**src/rtl/cond_status_pkg.sv**
```systemverilog
package cond_status_pkg;

  localparam int unsigned WORD_W = 32;

  typedef enum logic [1:0] {
    OPC_ADD   = 2'd0,
    OPC_SUB   = 2'd1,
    OPC_LOGIC = 2'd2,
    OPC_SAT   = 2'd3
  } op_class_e;

  // Bit positions the rest of the pipeline decodes
  localparam int unsigned BIT_N = 31;
  localparam int unsigned BIT_Z = 30;
  localparam int unsigned BIT_C = 29;
  localparam int unsigned BIT_V = 28;
  localparam int unsigned BIT_Q = 27;
  localparam int unsigned BIT_I = 7;
  localparam int unsigned BIT_F = 6;

  localparam logic [4:0] MODE_USER = 5'b10000;
  localparam logic [4:0] MODE_SUPV = 5'b10011;

  typedef struct packed {
    logic n;
    logic z;
    logic c;
    logic v;
  } nzcv_t;

  function automatic logic add_carry(input logic [WORD_W-1:0] a,
                                     input logic [WORD_W-1:0] b);
    logic [WORD_W:0] sum;
    sum = {1'b0, a} + {1'b0, b};
    return sum[WORD_W];
  endfunction

  function automatic logic sub_no_borrow(input logic [WORD_W-1:0] a,
                                         input logic [WORD_W-1:0] b);
    return (a >= b);
  endfunction

  function automatic logic add_ovf(input logic [WORD_W-1:0] a,
                                   input logic [WORD_W-1:0] b,
                                   input logic [WORD_W-1:0] r);
    return (a[WORD_W-1] == b[WORD_W-1]) && (r[WORD_W-1] != a[WORD_W-1]);
  endfunction

  function automatic logic sub_ovf(input logic [WORD_W-1:0] a,
                                   input logic [WORD_W-1:0] b,
                                   input logic [WORD_W-1:0] r);
    return (a[WORD_W-1] != b[WORD_W-1]) && (r[WORD_W-1] != a[WORD_W-1]);
  endfunction

endpackage

```
**src/rtl/flag_calc.sv**
```systemverilog
module flag_calc
  import cond_status_pkg::*;
#(
  parameter int unsigned W = WORD_W
) (
  input  logic [1:0]   op_class,
  input  logic [W-1:0] a,
  input  logic [W-1:0] b,
  input  logic [W-1:0] res,
  input  logic         shift_carry_valid,
  input  logic         shift_carry,
  input  nzcv_t        cur,
  output nzcv_t        nxt
);

  always_comb begin
    nxt   = cur;
    nxt.n = res[W-1];
    nxt.z = (res == '0);
    case (op_class)
      OPC_ADD: begin
        nxt.c = add_carry(a, b);
        nxt.v = add_ovf(a, b, res);
      end
      OPC_SUB: begin
        nxt.c = sub_no_borrow(a, b);
        nxt.v = sub_ovf(a, b, res);
      end
      OPC_LOGIC: begin
        nxt.c = shift_carry_valid ? shift_carry : cur.c;
      end
      default: nxt = cur;
    endcase
  end

endmodule

```
**src/rtl/status_merge.sv**
```systemverilog
module status_merge
  import cond_status_pkg::*;
#(
  parameter int unsigned W = WORD_W,
  localparam int unsigned NBYTES = W / 8
) (
  input  logic [W-1:0]      cur,
  input  logic [W-1:0]      wdata,
  input  logic [NBYTES-1:0] wmask,
  input  logic              user_mode,
  output logic [W-1:0]      merged,
  output logic              ctrl_blocked
);

  assign ctrl_blocked = user_mode && wmask[0];

  for (genvar k = 0; k < NBYTES; k++) begin : g_byte
    logic take;
    if (k == 0) begin : g_ctrl
      assign take = wmask[k] && !user_mode;
    end else begin : g_plain
      assign take = wmask[k];
    end
    assign merged[k*8 +: 8] = take ? wdata[k*8 +: 8] : cur[k*8 +: 8];
  end

endmodule

```
**src/rtl/cond_status_unit.sv**
```systemverilog
module cond_status_unit
  import cond_status_pkg::*;
#(
  parameter int unsigned W          = WORD_W,
  parameter logic [4:0]  RESET_MODE = MODE_SUPV,
  localparam int unsigned NBYTES    = W / 8
) (
  input  logic              clk,
  input  logic              rst_n,
  input  logic              op_valid,
  input  logic [1:0]        op_class,
  input  logic [W-1:0]      op_a,
  input  logic [W-1:0]      op_b,
  input  logic [W-1:0]      op_res,
  input  logic              set_flags,
  input  logic              dest_is_pc,
  input  logic              compare_only,
  input  logic              shift_carry_valid,
  input  logic              shift_carry,
  input  logic              sat_overflow,
  input  logic              wr_en,
  input  logic [NBYTES-1:0] wr_mask,
  input  logic [W-1:0]      wr_data,
  output logic [W-1:0]      status_word,
  output logic              irq_enable,
  output logic              fiq_enable
);

  localparam logic [W-1:0] RESET_WORD =
    W'((1 << BIT_I) | (1 << BIT_F) | int'(RESET_MODE));

  logic [W-1:0] sw_q;
  nzcv_t        cur_flags;
  nzcv_t        new_flags;
  logic [W-1:0] wr_merged;

  // Named internal events
  logic flag_upd;
  logic q_set;
  logic user_mode;
  logic ctrl_blocked;

  assign cur_flags = nzcv_t'(sw_q[BIT_N:BIT_V]);
  assign user_mode = (sw_q[4:0] == MODE_USER);
  assign flag_upd  = op_valid && !wr_en && (op_class != OPC_SAT) &&
                     (compare_only || (set_flags && !dest_is_pc));
  assign q_set     = op_valid && !wr_en && (op_class == OPC_SAT) && sat_overflow;

  flag_calc #(.W(W)) u_calc (
    .op_class          (op_class),
    .a                 (op_a),
    .b                 (op_b),
    .res               (op_res),
    .shift_carry_valid (shift_carry_valid),
    .shift_carry       (shift_carry),
    .cur               (cur_flags),
    .nxt               (new_flags)
  );

  status_merge #(.W(W)) u_merge (
    .cur          (sw_q),
    .wdata        (wr_data),
    .wmask        (wr_mask),
    .user_mode    (user_mode),
    .merged       (wr_merged),
    .ctrl_blocked (ctrl_blocked)
  );

  always_ff @(posedge clk) begin
    if (!rst_n) begin
      sw_q <= RESET_WORD;
    end else if (wr_en) begin
      sw_q <= wr_merged;
    end else begin
      if (flag_upd) sw_q[BIT_N:BIT_V] <= new_flags;
      if (q_set)    sw_q[BIT_Q]       <= 1'b1;
    end
  end

  assign status_word = sw_q;
  assign irq_enable  = !sw_q[BIT_I];
  assign fiq_enable  = !sw_q[BIT_F];

  // program-counter destination leaves the flags alone
  p_pc_dest_keeps_flags_r6: assert property (@(posedge clk) disable iff (!rst_n)
    (op_valid && dest_is_pc && !compare_only && !wr_en) |=> $stable(status_word[BIT_N:BIT_V]));

  // Q is sticky without a direct write
  p_q_sticky_r7: assert property (@(posedge clk) disable iff (!rst_n)
    (status_word[BIT_Q] && !wr_en) |=> status_word[BIT_Q]);

  // user mode protects the control byte
  p_user_ctrl_locked_r9: assert property (@(posedge clk) disable iff (!rst_n)
    ctrl_blocked && wr_en |=> $stable(status_word[7:0]));

  // zero flag follows the result
  p_zero_flag_r2: assert property (@(posedge clk) disable iff (!rst_n)
    flag_upd |=> status_word[BIT_Z] == ($past(op_res) == '0));

  // subtract carry is the inverse of borrow
  p_sub_carry_r4: assert property (@(posedge clk) disable iff (!rst_n)
    (flag_upd && op_class == OPC_SUB) |=> status_word[BIT_C] == ($past(op_a) >= $past(op_b)));

  // a direct write suppresses operation updates
  p_write_wins_r10: assert property (@(posedge clk) disable iff (!rst_n)
    (wr_en && !wr_mask[3]) |=> $stable(status_word[W-1:24]));

endmodule

```
**config.mk**
```make
export PLATFORM = sky130hd
export DESIGN_NAME = cond_status_unit
export DESIGN_NICKNAME = d
export VERILOG_FILES = /design/src/rtl/cond_status_pkg.sv /design/src/rtl/flag_calc.sv /design/src/rtl/status_merge.sv /design/src/rtl/cond_status_unit.sv
export SDC_FILE = /design/constraint.sdc
export NUM_CORES = 1
export LEC_CHECK = 0
export BUFFER_PORTS_ARGS = -buffer_cell sky130_fd_sc_hd__buf_4
export CORE_UTILIZATION = 28
export CTS_CLUSTER_DIAMETER = 120
export DETAILED_ROUTE_END_ITERATION = 10
export HOLD_SLACK_MARGIN = 0.03
export PLACE_DENSITY = 0.57
export SETUP_SLACK_MARGIN = 0.2
export SYNTH_ARGS = -nofsm -noshare
export SYNTH_HDL_FRONTEND = slang
export SYNTH_SLANG_ARGS = --single-unit
```
**constraint.sdc**
```tcl
create_clock -name clk -period 2 [get_ports clk]
set_clock_uncertainty 0.15 [all_clocks]
set_input_delay 0 -clock clk [delete_from_list [all_inputs] [get_ports clk]]
set_output_delay 0 -clock clk [all_outputs]
set_load 0.01 [all_outputs]
```
Word-level counts from Yosys, hierarchy flattened
Index checks and enable logic that the tools add are counted.
W data, S select, Z words.
{ "op_classes": {"n_eq_ne": 10, "reduce_logical": 31, "n_lt_le_gt_ge": 1, "n_mux": 8, "n_addsub": 1} }
{ "op_table": {"columns": ["op", "count"], "rows": [
  ["$add A32 B32 Y33", 1],
  ["$ge A32 B32 Y1", 1],
  ["$logic_not A32 Y1", 1],
  ["$reduce_and A2 Y1", 5],
  ["$logic_and A1 B1 Y1", 9],
  ["$mux W8", 1],
  ["$reduce_and A3 Y1", 2],
  ["$reduce_bool A2 Y1", 3],
  ["$eq A5 B5 Y1 const B", 1],
  ["$logic_not A1 Y1", 5],
  ["$mux W5", 1],
  ["$eq A2 B2 Y1 const B", 2],
  ["$mux W4", 1],
  ["$reduce_and A4 Y1", 1],
  ["$reduce_bool A4 Y1", 1],
  ["$ne A3 B3 Y1 const B", 1],
  ["$pmux W1 S3", 1],
  ["$reduce_bool A3 Y1", 1],
  ["$reduce_or A3 Y1", 1],
  ["$eq A2 B1 Y1 const B", 1],
  ["$logic_not A2 Y1", 1],
  ["$mux W1", 2],
  ["$mux W2", 1],
  ["$ne A1 B1 Y1", 2],
  ["5 further kinds", 5]
]} }
{ "word_totals": {"out_inout_bits": 34, "ff_bits": 32} }

Depth between registers and ports, before layout
Gate-level depths: netlist (run 1).
{ "depth": {"depth_word": 6, "mapped_depth": 8} }

Modules after synthesis
A second synthesis (run 1) with hierarchy kept.
{ "hier_totals": {"hier_cells": 386, "area_unflattened_um2": 3417.0} }
{ "modules_own_cells": {"columns": ["module", "seq_area_each_um2", "cells_each", "instances", "area_per_inst_um2"], "rows": [
  ["flag_calc", 0.0, 227, 1, 1700.4],
  ["cond_status_unit", 640.6, 121, 1, 1280.0],
  ["status_merge", 0.0, 38, 1, 436.7]
]} }

Worst setup path before layout (run 1)
No wires, ideal clock.
{ "synth_timing": {"path_type": "in2reg", "startpoint": "input port op_b[31]", "endpoint": "register sw_q[29] (netlist: status_word[29])", "t_required_ps": 1762, "path_stages": 8, "setup_slack_ps": 318, "setup_time_ps": 88, "arrival_ps": 1444, "path_buffers": 0, "cell_sequence": "inv_1 ha_1 nor4_4 o2111ai_1 nor3_2 o211ai_1 and3_4 a311oi_2"} }
{ "synth_between": {"elab_chain_cells": 4, "word_cells_on_any_way": 5, "classes_between": "add/sub (1); order compare (1); mux (3)"} }
{ "synth_rtl": {"columns": ["item", "line", "rtl"], "rows": [
  ["start: declaration", "cond_status_unit.sv:13", "input logic [W-1:0] op_b,"],
  ["$add A32 B32 Y33 / $ge A32 B32 Y1 (equally long branches)", "cond_status_pkg.sv:34, cond_status_pkg.sv:40", null],
  ["$pmux W1 S3 (*)", "flag_calc.sv:20", "case (op_class)"],
  ["$mux W4 (*)", "cond_status_unit.sv:75", "if (flag_upd) sw_q[BIT_N:BIT_V] <= new_flags;"],
  ["$mux W5 (*)", "cond_status_unit.sv:72", "end else if (wr_en) begin"],
  ["end signal: assignment", "cond_status_unit.sv:73", "sw_q <= wr_merged;"],
  ["end signal: indexed assignment", "cond_status_unit.sv:75", null],
  ["end: declaration", "cond_status_unit.sv:32", "logic [W-1:0] sw_q;"]
]} }
Mark *: on every way between the ends. The rest lies on a longest branch, timed or not. The select of a mux whose other input is x is not followed.
A chain may end at the register's enable or synchronous reset.

Worst setup path after layout (run 1)
{ "layout_timing": {"startpoint": "register sw_q[1] (netlist: status_word[1])", "endpoint": "register sw_q[2] (netlist: status_word[2])"} }
{ "layout_between": {"elab_chain_cells": 4} }
{ "layout_rtl": {"columns": ["item", "line", "rtl"], "rows": [
  ["$eq A5 B5 Y1", "cond_status_unit.sv:44", "assign user_mode = (sw_q[4:0] == MODE_USER);"],
  ["$logic_not A1 Y1", "status_merge.sv:20", "assign take = wmask[k] && !user_mode;"],
  ["$logic_and A1 B1 Y1", "status_merge.sv:20", null],
  ["$reduce_and A2 Y1 (no line)", null, null]
]} }
Every way passes these cells.

==> qor_table.md, run 1 <==
| Parameter | Reported |
|:---|:---|
| First-pass GRT wire length | 16.6 mm |
| Depth of the most critical reg-to-reg path | 5 |
| Sequential cell area | 642 µm² |
| Number of enable flip-flop cells after synthesis | 0 |
| Slew Limit Headroom | 0.493 |
| Fill cell instance count of the final layout | 990 |
| Final HPWL DP | 8.30 mm |
| Clock sink total | 32 |
| Routed via count | 3523 |
| Syn Nets | 590 |
| Arrival time of data at the critical path endpoint | 1690 ps |
| Synth top area cells | sky130_fd_sc_hd__ha_1, sky130_fd_sc_hd__dfxtp_1, sky130_fd_sc_hd__a21oi_1 |
| Latest clock arrival within the worst-skew pair | 290 ps |
| Clock tree from TritonCTS | built |
| Final-report max-slew violation count | 0 |
| Clock edge transition at the registers on the reported setup and hold paths | 70 ps |
| Total DRC errors in the routed layout | 0 |
| Num CTS Buffers | 5 |
| Row count | 37 |
| Synth Register Bits | 32 |
| Sort of element at the start of the critical path | register |
| Outcome | complete, no violations |
| Largest voltage drop on the vdd net | 0.280 mV |
| Time the final worst path needs with I/O delays and setup | 1710 ps |
| Post-synth top flop | sky130_fd_sc_hd__dfxtp_1 |
| Required @ worst endpoint | 1990 ps |
| Sum of overflow across all layers after global routing | 0 |
| Net switching power of the design | 626 µW |
| # Post-CTS Setup Buffers | 0 |
| Cell count after synthesis | 377 |
| I/O pin count | 178 |
| Crit end category | register |
| Die boundary width | 106 µm |
| Routed WL per cell | 13.6 µm |
| Count of TritonRoute iterations in the first routing pass | 4 |
| CP Max Fanout | 3 |
| Sequential area share after synthesis | 0.213 |
| Synthesized area per cell | 7.98 µm² |
| Area of the mapped netlist | 0.00301 mm² |
| Top cell types by occurrence after synthesis | sky130_fd_sc_hd__ha_1, sky130_fd_sc_hd__inv_1, sky130_fd_sc_hd__nand2_1, sky130_fd_sc_hd__a21oi_1, sky130_fd_sc_hd__dfxtp_1 |
| # Max-Cap Violations | 0 |
| Pin count of the biggest net entering global routing | 24 |
| Pre-CTS worst setup slack | -38.1 ps |
| Post-route clock period utilization | 0.853 |
| Number of cells traversed by the worst hold path | 4 |
| Max FFs per register | 32 |
| Share of synthesized registers carrying an async set or reset | 0 |
| Final WL | 10.2 mm |
| Area share of the largest cell type after synthesis | 0.287 |
| Core region area | 0.0104 mm² |
| Worst-case setup margin in the final layout | 294 ps |
| Area of the multi-input gates | 0.00215 mm² |
| Number of levels in the clock H-tree | 2 |
| Leakage component of the power | 0.00258 µW |
| Setup Viol. Count Final | 0 |
| Power density of the placed cells | 410 mW/mm² |
| 1st-iter DRT viols | 133 |
| Comb power frac | 0.384 |
| RSZ-0062 raised after global routing | yes |
| Maximum clock insertion buffer count | 2 |
| Final Wtd Congestion | 0.796 |
| Number of global-route vias before repair | 3596 |
| Effective utilization at floorplan | 0.290 |
| Diode count | 0 |
| Share of total power consumed by net switching | 0.295 |
| Upper clock frequency limit | 586 MHz |
| Synth warn | 0 |
| Total GRT Usage | 0.183 |
| Int Power | 1500 µW |
| Classification of the worst setup path | register to register |
| Final Hold Viols | 0 |
| Proportion of power drawn by flip-flops and latches | 0.326 |
| Clock root buffer | sky130_fd_sc_hd__clkbuf_8 |
| Area enclosed by the die boundary | 0.0112 mm² |
| Nets@finish | 825 |
| Final antenna-violating net count | 0 |
| Cell with the most instances after synthesis | sky130_fd_sc_hd__ha_1 |
| Initial antenna violation count | 0 |
| Buffers on Ports | 177 |
| Area Growth Syn to Fin | 72.2% |
| Number of different library cells in the post-synthesis netlist | 49 |
| Chip Height | 106 µm |
| Min-delay worst type | primary input to register |
| Measured slew at the worst slew-check pin | 759 ps |
| Layout cells sized above 1 | 0.326 |
| Clock network fraction of total power | 0.290 |
| Post-DR vias/cell | 4.70 |
| Total chip power | 2120 µW |
| Biggest area consumer among synthesized cells | sky130_fd_sc_hd__ha_1 |
==> cell usage in the layout, fill, tap and decap left out, drive strengths merged, types with 3 or more instances in the layout <==
cell type | netlist | final
a21o | 3 | 3
a21oi | 42 | 42
a221oi | 3 | 3
and2 | 3 | 3
and4 | 3 | 3
buf | 3 | 181
clkbuf | 6 | 5
dfxtp | 32 | 32
dlygate4sd3 | 0 | 56
ha | 69 | 69
inv | 49 | 49
mux2i | 7 | 7
nand2 | 45 | 45
nand2b | 3 | 3
nand3 | 18 | 18
nand4 | 6 | 6
nor2 | 13 | 13
nor2b | 5 | 5
nor3 | 6 | 6
nor4 | 15 | 15
o21ai | 12 | 12
o31ai | 3 | 3
==> power by group through the flow <==
stage	clock [µW]	combinational (µW)	sequential (µW)
6_report	617	815	693
5_1_grt	663	906	696
4_1_cts	638	820	691
3_5_place_dp	0	735	705
3_3_place_gp	0	725	704
2_1_floorplan	0	328	717
==> area by class of cell <==
class | count | share of cell area
clock buffer | 5 | 0.0133
inverter | 49 | 0.0355
timing repair buffer | 237 | 0.371
tap | 136 | 0.0329
sequential | 32 | 0.124
multi-input combinational | 287 | 0.416
clock inverter | 3 | 0.00821
==> worst max-delay path, cell delays in order (launching register included) <==
cell	delay (ps)
sky130_fd_sc_hd__dfxtp_1	350
sky130_fd_sc_hd__nor4_2	260
sky130_fd_sc_hd__nand2_1	100
sky130_fd_sc_hd__nand4_1	90
sky130_fd_sc_hd__dlygate4sd3_1	540
sky130_fd_sc_hd__a21oi_1	60
==> cells by family after synthesis <==
logic type / count (synthesis) / share of synthesized area
xor gates and xnor gates: 2 / 0.00583
and+or+nand+nor: 123 / 0.217
AOI/OAI and AO/OA: 86 / 0.178
muxes: 7 / 0.0233
DFF: 32 / 0.213
adders and majority gates: 69 / 0.287
buffers and inverters: 58 / 0.0753
==> per-stage QoR <==
step / setup TNS, ps / cell area, µm² / std cells / hold slack, ps / utilization
2_1_floorplan: 0 / 3010 / 377 / -25.6 / -
3_3_place_gp: 0 / 4490 / 685 / 71.0 / 0.433
3_5_place_dp: -38.1 / 4490 / 685 / 75.1 / 0.433
4_1_cts: 0 / 5160 / 749 / 69.0 / 0.498
5_1_grt: 0 / 5180 / 749 / 87.1 / 0.499
6_report: 0 / 5180 / 749 / 66.1 / 0.499
==> path summary, 6_finish.rpt <==
kind / startpoint / end / slack, ps
worst max register to register: status_word[1] / status_word[2] / 290
worst min register to register: status_word[23] / status_word[23] / 310
worst max-delay path: status_word[1] / status_word[2] / 290
worst min-delay path: op_a[31] / status_word[28] / 70
==> repair_timing <==
| action | in CTS | in global routing |
|---|---|---|
| endpoints found under the setup margin | 0 | 8 |
| endpoints found under the hold margin | 32 | 0 |
| gates resized for setup | 0 | 3 |
| hold buffers | 56 | 0 |
==> layer usage <==
metal	vias to the layer above	track usage	routed length (µm)
li1	1791	-	-
met1	1582	0.207	4150
met2	139	0.353	5220
met3	11	0.0315	705
met4	0	0.0427	131
met5	-	0	0
No activity file was read; power rests on OpenSTA's default activity.
==> run 2: changes to the inputs <==
--- a/config.mk
+++ b/config.mk
@@ -6,6 +6,7 @@
 export NUM_CORES = 1
 export LEC_CHECK = 0
 export BUFFER_PORTS_ARGS = -buffer_cell sky130_fd_sc_hd__buf_4
+export CORE_ASPECT_RATIO = 1.1
 export CORE_UTILIZATION = 28
 export CTS_CLUSTER_DIAMETER = 120
 export DETAILED_ROUTE_END_ITERATION = 10
==> run 2 against run 1 <==
Setup slack better by 21 ps; worst hold slack worse by 19 ps; sequential share of layout area is 0.18 points lower; largest power group is now the clock network.
==> qor_table.md, run 2 (synthesized netlist as in run 1, its figures left out) <==
| Parameter | Reported | vs previous |
|:---|:---|:---|
| Outcome | complete, no violations |  |
| Required @ worst endpoint | 1970 ps | -20 ps |
| Maximum clock insertion buffer count | 2 | unchanged |
| Sum of overflow across all layers after global routing | 0 | unchanged |
| Slew Limit Headroom | 0.492 | -0.00113 |
| Area Growth Syn to Fin | 74.4% |  |
| Post-route clock period utilization | 0.842 | -0.0107 |
| Sequential cell area | 641 µm² | -0.20% |
| # Max-Cap Violations | 0 | unchanged |
| Time the final worst path needs with I/O delays and setup | 1680 ps | -21.3 ps |
| Number of global-route vias before repair | 3579 | -0.47% |
| Routed via count | 3473 | -1.4% |
| Latest clock arrival within the worst-skew pair | 270 ps | -20 ps |
| Total DRC errors in the routed layout | 0 | unchanged |
| First-pass GRT wire length | 15.7 mm | -5.3% |
| Post-Place Cells | 691 | +0.88% |
| Area enclosed by the die boundary | 0.0112 mm² | about the same |
| Final WL | 9.50 mm | -6.9% |
| Clock tree from TritonCTS | built |  |
| Num CTS Buffers | 5 | unchanged |
| Post-route insts no fill | 755 | +0.80% |
| Pin count of the biggest net entering global routing | 24 | unchanged |
| Area of the multi-input gates | 0.00216 mm² | +0.41% |
| 1st-iter DRT viols | 67 | -50% |
| # Post-CTS Setup Buffers | 0 | unchanged |
| Die boundary width | 101 µm | -4.6% |
| Diode count | 0 | unchanged |
| Final Hold Viols | 0 | unchanged |
| Min-delay worst type | primary input to register |  |
| Measured slew at the worst slew-check pin | 761 ps | +1.69 ps |
| Clock root buffer | sky130_fd_sc_hd__clkbuf_16 |  |
| Most frequent cells in the layout | sky130_fd_sc_hd__buf_4, sky130_fd_sc_hd__ha_1, sky130_fd_sc_hd__dlygate4sd3_1 |  |
| Power density of the placed cells | 448 mW/mm² | +9.3% |
| Initial antenna violation count | 0 | unchanged |
| Setup Viol. Count Final | 0 | unchanged |
| Sort of element at the start of the critical path | register |  |
| Chip Height | 111 µm | +4.8% |
| CP Max Fanout | 3 | unchanged |
| Nets@finish | 824 | -0.12% |
| Classification of the worst setup path | register to register |  |
| Core region area | 0.0104 mm² | +0.23% |
| Routed WL per cell | 12.6 µm | -7.6% |
| Worst-case setup margin in the final layout | 315 ps | +21.3 ps |
| Largest voltage drop on the vdd net | 0.314 mV | +12% |
| Final antenna-violating net count | 0 | unchanged |
| Post-DR vias/cell | 4.60 | -2.2% |
| RSZ-0062 raised after global routing | yes |  |
| Upper clock frequency limit | 594 MHz | +1.3% |
| Final HPWL DP | 7.55 mm | -9.1% |
| Clock sink total | 32 | unchanged |
| I/O pin count | 178 | unchanged |
| Max FFs per register | 32 | unchanged |
| Arrival time of data at the critical path endpoint | 1660 ps | -30 ps |
| Count of TritonRoute iterations in the first routing pass | 4 | unchanged |
| Clock edge transition at the registers on the reported setup and hold paths | 50 ps | -20 ps |
| Final Wtd Congestion | 0.809 | +1.5% |
| Pre-CTS worst setup slack | -26.7 ps | +11.4 ps |
| Leading cell type in the layout, fill and taps excluded | sky130_fd_sc_hd__buf_4 |  |
| Total chip power | 2350 µW | +11% |
| Layout cells sized above 1 | 0.324 | -0.00273 |
| Crit end category | register |  |
| Row count | 39 | +5.4% |
| Fill cell instance count of the final layout | 1003 | +1.3% |
| Effective utilization at floorplan | 0.289 | -0.000663 |
| Leakage component of the power | 0.00260 µW | +0.84% |
| Buffers on Ports | 177 | unchanged |
| Final-report max-slew violation count | 0 | unchanged |
| Total GRT Usage | 0.170 | -0.0136 |
| Number of levels in the clock H-tree | 2 | unchanged |
==> run 2: cell count changes in the layout (fill, tap and decap cells not counted) <==
cell                        delta
sky130_fd_sc_hd__clkbuf_16     +5
sky130_fd_sc_hd__clkbuf_8      -5
sky130_fd_sc_hd__buf_4         -1
sky130_fd_sc_hd__dfxtp_1       +1
sky130_fd_sc_hd__dfxtp_2       -1
sky130_fd_sc_hd__nor4_2        -1
sky130_fd_sc_hd__nor4_4        +1
==> run 2: through the flow <==
stage,TNS (ps),hold slack [ps],util,area [µm²]
final,0,47.0,0.505,5240
after global routing,0,73.4,0.505,5240
after CTS,0,48.4,0.502,5220
after detailed placement,-26.7,65.3,0.432,4490
after global placement,0,64.9,0.432,4490
after floorplan,0,-25.6,-,3010
==> run 2: final cells by class <==
cell class | count | area share
timing repair buffer | 236 | 0.365
multi-input combinational | 287 | 0.412
sequential | 32 | 0.122
tap | 143 | 0.0341
clock buffer | 5 | 0.0239
inverter | 49 | 0.0351
clock inverter | 3 | 0.00811
==> run 2: power breakdown <==
group | total (µW) | leakage (µW) | switching (µW) | internal [µW]
clock | 852 | 0.0000798 | 268 | 584
sequential | 691 | 0.000262 | 19.7 | 671
combinational | 809 | 0.00226 | 350 | 458
total | 2350 | 0.00260 | 638 | 1710
==> run 2: path summary, 6_finish.rpt <==
check	slack [ps]	from	depth (start not counted)	end
max	320	status_word[0]	5	status_word[2]
min	50	wr_en	4	status_word[28]
max reg2reg	320	status_word[0]	5	status_word[2]
min reg2reg	310	status_word[8]	2	status_word[8]
==> run 2: critical path, stage by stage (launching register included) <==
cell and delay, ps:
sky130_fd_sc_hd__dfxtp_1 330, sky130_fd_sc_hd__nor4_2 260, sky130_fd_sc_hd__nand2_1 100, sky130_fd_sc_hd__nand4_1 90, sky130_fd_sc_hd__dlygate4sd3_1 550, sky130_fd_sc_hd__a21oi_1 60
==> run 2: routing by layer <==
layer / share of wire / GRT usage / up-vias / wire length, µm
met2: 0.51 / 0.339 / 110 / 4850
met3: 0.060 / 0.0271 / 4 / 569
met5: 0 / 0 / - / 0
met4: 0.0042 / 0.0184 / 0 / 40
li1: - / - / 1790 / -
met1: 0.43 / 0.188 / 1569 / 4040
==> run 2: timing repair <==
item,4_1_cts,5_1_grt
resized for setup,0,3
hold buffers,56,0
hold endpoints to repair,32,0
endpoints found under the setup margin,0,2
